[src/rtl/hc_pkg.sv]
package hc_pkg;
  localparam int OP_W = 8;

  localparam logic [OP_W-1:0] OP_NOP  = 8'h00;
  localparam logic [OP_W-1:0] OP_PING = 8'h01;
  localparam logic [OP_W-1:0] OP_RD   = 8'h02;
  localparam logic [OP_W-1:0] OP_WR   = 8'h03;

  typedef enum logic [1:0] {
    K_DROP,
    K_PING,
    K_RD,
    K_WR
  } cmd_kind_e;

  typedef enum logic [1:0] {
    S_DEC,
    S_LEN,
    S_WR,
    S_RD
  } ctrl_state_e;
endpackage

[src/rtl/hc_decode.sv]
module hc_decode
  import hc_pkg::*;
#(
  parameter int ADDR_W = 8,
  localparam int DATA_W = OP_W + ADDR_W
) (
  input  logic [DATA_W-1:0] word_i,
  output cmd_kind_e         kind_o
);
  logic [OP_W-1:0] op;
  assign op = word_i[DATA_W-1:ADDR_W];

  always_comb begin
    unique case (op)
      OP_PING: kind_o = K_PING;
      OP_RD:   kind_o = K_RD;
      OP_WR:   kind_o = K_WR;
      default: kind_o = K_DROP; // no-op and unknown opcodes
    endcase
  end
endmodule

[src/rtl/hc_beat_cnt.sv]
module hc_beat_cnt #(
  parameter int CNT_W = 16
) (
  input  logic             clk_i,
  input  logic             rst_ni,
  input  logic             load_i,
  input  logic [CNT_W-1:0] load_val_i,
  input  logic             dec_i,
  output logic             last_o
);
  logic [CNT_W-1:0] cnt_q;

  always_ff @(posedge clk_i or negedge rst_ni) begin
    if (!rst_ni)     cnt_q <= '0;
    else if (load_i) cnt_q <= load_val_i;
    else if (dec_i)  cnt_q <= cnt_q - CNT_W'(1);
  end

  assign last_o = (cnt_q == CNT_W'(1));
endmodule

[src/rtl/hc_fsm.sv]
module hc_fsm
  import hc_pkg::*;
#(
  parameter int ADDR_W = 8,
  localparam int DATA_W = OP_W + ADDR_W
) (
  input  logic              clk_i,
  input  logic              rst_ni,
  input  logic [DATA_W-1:0] cmd_data_i,
  input  logic              cmd_empty_i,
  input  cmd_kind_e         kind_i,
  input  logic              rsp_full_i,
  input  logic              port_ready_i,
  input  logic              last_i,
  output logic              cmd_pop_o,
  output logic              rsp_push_o,
  output logic              rsp_sel_port_o,
  output logic              port_wr_o,
  output logic              port_rd_o,
  output logic [ADDR_W-1:0] port_addr_o,
  output logic              cnt_load_o,
  output logic              cnt_dec_o
);
  ctrl_state_e st_q, st_d;
  logic              is_wr_q;
  logic [ADDR_W-1:0] addr_q;
  logic              latch;

  always_comb begin
    st_d           = st_q;
    cmd_pop_o      = 1'b0;
    rsp_push_o     = 1'b0;
    rsp_sel_port_o = 1'b0;
    port_wr_o      = 1'b0;
    port_rd_o      = 1'b0;
    cnt_load_o     = 1'b0;
    cnt_dec_o      = 1'b0;
    latch          = 1'b0;
    unique case (st_q)
      S_DEC: begin
        if (!cmd_empty_i) begin
          unique case (kind_i)
            K_PING: begin
              if (!rsp_full_i) begin
                cmd_pop_o  = 1'b1;
                rsp_push_o = 1'b1;
              end
            end
            K_RD, K_WR: begin
              cmd_pop_o = 1'b1;
              latch     = 1'b1;
              st_d      = S_LEN;
            end
            default: cmd_pop_o = 1'b1;
          endcase
        end
      end
      S_LEN: begin
        if (!cmd_empty_i) begin
          cmd_pop_o  = 1'b1;
          cnt_load_o = 1'b1;
          if (cmd_data_i == '0) st_d = S_DEC;
          else                  st_d = is_wr_q ? S_WR : S_RD;
        end
      end
      S_WR: begin
        port_wr_o = !cmd_empty_i;
        if (port_wr_o && port_ready_i) begin
          cmd_pop_o = 1'b1;
          cnt_dec_o = 1'b1;
          if (last_i) st_d = S_DEC;
        end
      end
      S_RD: begin
        port_rd_o = !rsp_full_i;
        if (port_rd_o && port_ready_i) begin
          rsp_push_o     = 1'b1;
          rsp_sel_port_o = 1'b1;
          cnt_dec_o      = 1'b1;
          if (last_i) st_d = S_DEC;
        end
      end
      default: st_d = S_DEC;
    endcase
  end

  always_ff @(posedge clk_i or negedge rst_ni) begin
    if (!rst_ni) begin
      st_q    <= S_DEC;
      is_wr_q <= 1'b0;
      addr_q  <= '0;
    end else begin
      st_q <= st_d;
      if (latch) begin
        is_wr_q <= (kind_i == K_WR);
        addr_q  <= cmd_data_i[ADDR_W-1:0];
      end
    end
  end

  assign port_addr_o = addr_q;
endmodule

[src/rtl/hostcmd_ctrl.sv]
module hostcmd_ctrl
  import hc_pkg::*;
#(
  parameter int ADDR_W = 8,
  localparam int DATA_W = OP_W + ADDR_W
) (
  input  logic              clk_i,
  input  logic              rst_ni,
  input  logic [DATA_W-1:0] cmd_data_i,
  input  logic              cmd_empty_i,
  output logic              cmd_pop_o,
  output logic [DATA_W-1:0] rsp_data_o,
  input  logic              rsp_full_i,
  output logic              rsp_push_o,
  output logic [ADDR_W-1:0] port_addr_o,
  output logic [DATA_W-1:0] port_wdata_o,
  output logic              port_wr_o,
  output logic              port_rd_o,
  input  logic [DATA_W-1:0] port_rdata_i,
  input  logic              port_ready_i
);
  cmd_kind_e kind;
  logic      last, cnt_load, cnt_dec, sel_port;

  hc_decode #(.ADDR_W(ADDR_W)) i_decode (
    .word_i (cmd_data_i),
    .kind_o (kind)
  );

  hc_beat_cnt #(.CNT_W(DATA_W)) i_cnt (
    .clk_i      (clk_i),
    .rst_ni     (rst_ni),
    .load_i     (cnt_load),
    .load_val_i (cmd_data_i),
    .dec_i      (cnt_dec),
    .last_o     (last)
  );

  hc_fsm #(.ADDR_W(ADDR_W)) i_fsm (
    .clk_i          (clk_i),
    .rst_ni         (rst_ni),
    .cmd_data_i     (cmd_data_i),
    .cmd_empty_i    (cmd_empty_i),
    .kind_i         (kind),
    .rsp_full_i     (rsp_full_i),
    .port_ready_i   (port_ready_i),
    .last_i         (last),
    .cmd_pop_o      (cmd_pop_o),
    .rsp_push_o     (rsp_push_o),
    .rsp_sel_port_o (sel_port),
    .port_wr_o      (port_wr_o),
    .port_rd_o      (port_rd_o),
    .port_addr_o    (port_addr_o),
    .cnt_load_o     (cnt_load),
    .cnt_dec_o      (cnt_dec)
  );

  assign rsp_data_o   = sel_port ? port_rdata_i : cmd_data_i;
  assign port_wdata_o = cmd_data_i;
endmodule

[config.mk]
export PLATFORM = sky130hd
export DESIGN_NAME = hostcmd_ctrl
export DESIGN_NICKNAME = d
export VERILOG_FILES = /design/src/rtl/hc_pkg.sv /design/src/rtl/hc_decode.sv /design/src/rtl/hc_beat_cnt.sv /design/src/rtl/hc_fsm.sv /design/src/rtl/hostcmd_ctrl.sv
export SDC_FILE = /design/constraint.sdc
export NUM_CORES = 1
export LEC_CHECK = 0
export BUFFER_PORTS_ARGS = -buffer_cell sky130_fd_sc_hd__buf_2
export CAP_MARGIN = 30
export CORE_MARGIN = 2
export CORE_UTILIZATION = 38
export DETAILED_ROUTE_END_ITERATION = 10
export GPL_TIMING_DRIVEN = 0
export PLACE_DENSITY = 0.69
export SYNTH_ARGS = -nofsm -noshare
export SYNTH_HDL_FRONTEND = slang
export SYNTH_HIERARCHICAL = 1
export SYNTH_SLANG_ARGS = --single-unit
[constraint.sdc]
create_clock -name clk_i -period 3.5 [get_ports clk_i]
set_clock_uncertainty 0.15 [all_clocks]
set_input_delay 0 -clock clk_i [delete_from_list [all_inputs] [get_ports clk_i]]
set_output_delay 0 -clock clk_i [all_outputs]
set_load 0.1 [all_outputs]
==> flow_metrics.tcl <==
set metrics [dict create \
    drt_iter0_drc 74 \
    synthToLayoutAreaGrowth_pct 36.4 \
    cts.path.max_buffers 2 \
    powerDensity_mw_per_mm2 652 \
    worst_hold_path.endpoint "i_fsm/st_q[0]$_DFFE_PN0P_" \
    first_global_vias 1667 \
    synth_cells 197 \
    fillers 461 \
    cts-htree-levels 1 \
    synth_top_cell_by_area "dfrtp_1" \
    yosysUniqueCellTypes 38 \
    yosysTopAreaCellShare 0.344 \
    r2r-start "i_fsm/st_q[0]$_DFFE_PN0P_" \
    synth.area.top_cells "dfrtp_1, mux2_2, mux2_4" \
    hp-class "input pin to flip-flop" \
    postCtsSetupBuffers 0 \
    grt.busiest_layer "met2" \
    cts_tree "built" \
    syn-cell-area_mm2 0.00196 \
    synth-seq-cells 27 \
    leakage_nw 1.28 \
    critPathRequiredTime_ns 3.53 \
    nets 343 \
    drt_drc_violations_left 0 \
    drt-total-wl_mm 5.05 \
    coreArea_mm2 0.00504 \
    numCtsBuffers 3 \
    ys.flop_type "dfrtp_1" \
    ys_top_cells_by_count "dfrtp_1, nand2_1, buf_4, o21ai_0, mux2_2" \
    vdd_drop_max_mv 0.433 \
    clock.fmax_mhz 364 \
    synth_edf_count 0 \
    first_pass_iters 4 \
    hold_depth 4 \
    fin_util 0.531 \
    cp-end-kind "flip-flop" \
    hold_violations 0 \
    antenna_found_initial 0 \
    die_w_um 75.9 \
    track_usage 0.182 \
    yosysWarningCount 6 \
    r2r_end "i_cnt/cnt_q[15]$_DFFE_PN0P_" \
    r2r_cells 9 \
    cap_viol_max_count 0 \
    hpwlAfterDp_mm 3.73 \
    setup_viol 0 \
    cts.reportedPaths.clkPinSlew_ns 0.11 \
    outcome "finished clean" \
    clk_latency_ns 0.28 \
    rsz0062_at_grt "no" \
    drv_slew 0 \
    reg2reg_setup_slack_ns 0.75 \
    max-slew-margin-rel 0.577 \
    n_antenna_cell 0 \
    vias 1758 \
    finalWorstSetupSlack_ns 0.750 \
    wl_per_cell_um 13.7 \
    grt_pass1_wl_mm 7.92 \
    dp_slack_ns 0.755 \
    use_met3 0.0423 \
    startpoint_type "flip-flop" \
    clock_tree.root_cell "clkbuf_8" \
    grt_max_degree 28 \
    ctsResizeCount 0 \
    overflow 0 \
    die_y_um 75.9 \
    drive_gt1_frac 0.456 \
    die-area_mm2 0.00575 \
    portBuffers 80 \
    ys_seq_area_frac 0.344 \
    rows 26 \
    grt_use_met1 0.221 \
    finalSetupTns_ns 0 \
    start_util 0.389 \
    worstSetupPathType "flip-flop to flip-flop" \
    worstPathMaxFanout 7 \
    period_share 0.786 \
    yosysMostFrequentCell "dfrtp_1" \
    min_period_ns 2.75 \
    worstMarginPinSlew_ns 0.634 \
    crit_arrival_ns 2.78 \
    io_pins 81 \
    gp_congestion 0.833 \
    syn_nets 241 \
    synthArstFlopShare 1.00 \
    use_met2 0.340 \
    ant_nets 0 \
    avgSynthCellArea_um2 9.96 \
    avgViaCountPerCell 4.78 \
    min-delay-start "rsp_full_i" \
    cts.sinks 27 \
]
## flip-flops by register name, indices dropped and copies added (netlist names)
| signal | flops |
|---|---|
| i_fsm/st_q | 2 |
| i_cnt/cnt_q | 16 |
| i_fsm/port_addr_o | 8 |
| i_fsm/is_wr_q | 1 |
## cell families after synthesis
family          after synthesis  synth area share
xor+xnor                     11            0.0491
buf+inv                      29            0.0988
compound gates               27            0.0912
mux                          27             0.173
simple gates                 69             0.199
flops                        27             0.344
fa+ha+maj                     7            0.0446
## layout make-up
type	count	area, um2	area share
Inverter	4	15.0	0.00561
Timing Repair Buffer	97	571	0.213
Tap cell	70	87.6	0.0327
Multi-Input combinational cell	141	1100	0.410
Buffer	25	179	0.0669
Clock buffer	3	41.3	0.0154
Sequential cell	27	676	0.252
Clock inverter	1	8.76	0.00327
## cells in the final DEF (no fill, tap or decap), types with 3 or more instances in the layout
cell type      Yosys  layout
nor2_1             6       6
nand2_1           23      23
dfrtp_1           27      27
clkbuf_1           6       6
clkbuf_8           0       3
nor3_1             5       5
buf_2              1      81
nor2b_1            7       6
o21ai_0           16      16
a221o_1            3       3
or4_1              5       5
xor2_1             4       4
xnor2_1            7       7
mux2_4            10      10
buf_4             16      16
dlygate4sd3_1      0      17
inv_1              4       4
ha_1               7       7
mux2_2            15      15
nor4_1             6       6
## metrics by stage
stage / instance area [um2] / total power, mW / hold slack (ns) / std cells
6_report: 2680 / 1.74 / 0.0141 / 368
5_1_grt: 2680 / 1.86 / 0.0330 / 368
4_1_cts: 2680 / 1.75 / 0.00928 / 368
3_5_place_dp: 2460 / 1.54 / -0.0967 / 347
3_3_place_gp: 2460 / 1.52 / -0.105 / 347
2_1_floorplan: 1970 / 1.35 / -0.446 / 197
## power breakdown
| part | switching (mW) | internal (mW) | total (mW) |
|---|---|---|---|
| sequential | 0.105 | 0.419 | 0.523 |
| clock | 0.109 | 0.0837 | 0.192 |
| combinational | 0.692 | 0.337 | 1.03 |
## worst max-delay path: stages (launching register included)
cell and delay, ns:
dfrtp_1 0.43, inv_1 0.11, ha_1 0.22, nor2b_2 0.19, nand2_1 0.07, nand2_1 0.18
or4b_2 0.60, clkbuf_1 0.17, o31a_1 0.25, o31a_1 0.28
## metal layers
layer  wire, um  up-vias
met5          0        -
met4         11        0
met3        242        2
met2       2700       41
met1       2100      824
li1           -      891
## repair_timing
action / 4_1_cts / 5_1_grt
hold buffers: 17 / 0
hold endpoints to repair: 51 / 0
endpoints found under the setup margin: 0 / 0
## how the worst max path moves through the flow
stage                                          from                           to  slack, ns  cells past startpoint
final                     i_fsm/st_q[0]$_DFFE_PN0P_  i_cnt/cnt_q[15]$_DFFE_PN0P_       0.75                      9
after global routing      i_fsm/st_q[0]$_DFFE_PN0P_  i_cnt/cnt_q[11]$_DFFE_PN0P_       0.46                     10
after CTS                 i_fsm/st_q[0]$_DFFE_PN0P_  i_cnt/cnt_q[15]$_DFFE_PN0P_       0.73                      9
after detailed placement  i_fsm/st_q[0]$_DFFE_PN0P_  i_cnt/cnt_q[15]$_DFFE_PN0P_       0.76                      9
after global placement    i_fsm/st_q[0]$_DFFE_PN0P_  i_cnt/cnt_q[15]$_DFFE_PN0P_       0.78                      9
after floorplan           i_fsm/st_q[0]$_DFFE_PN0P_  i_cnt/cnt_q[15]$_DFFE_PN0P_       0.15                      9
(Power assumes the default switching activity.)
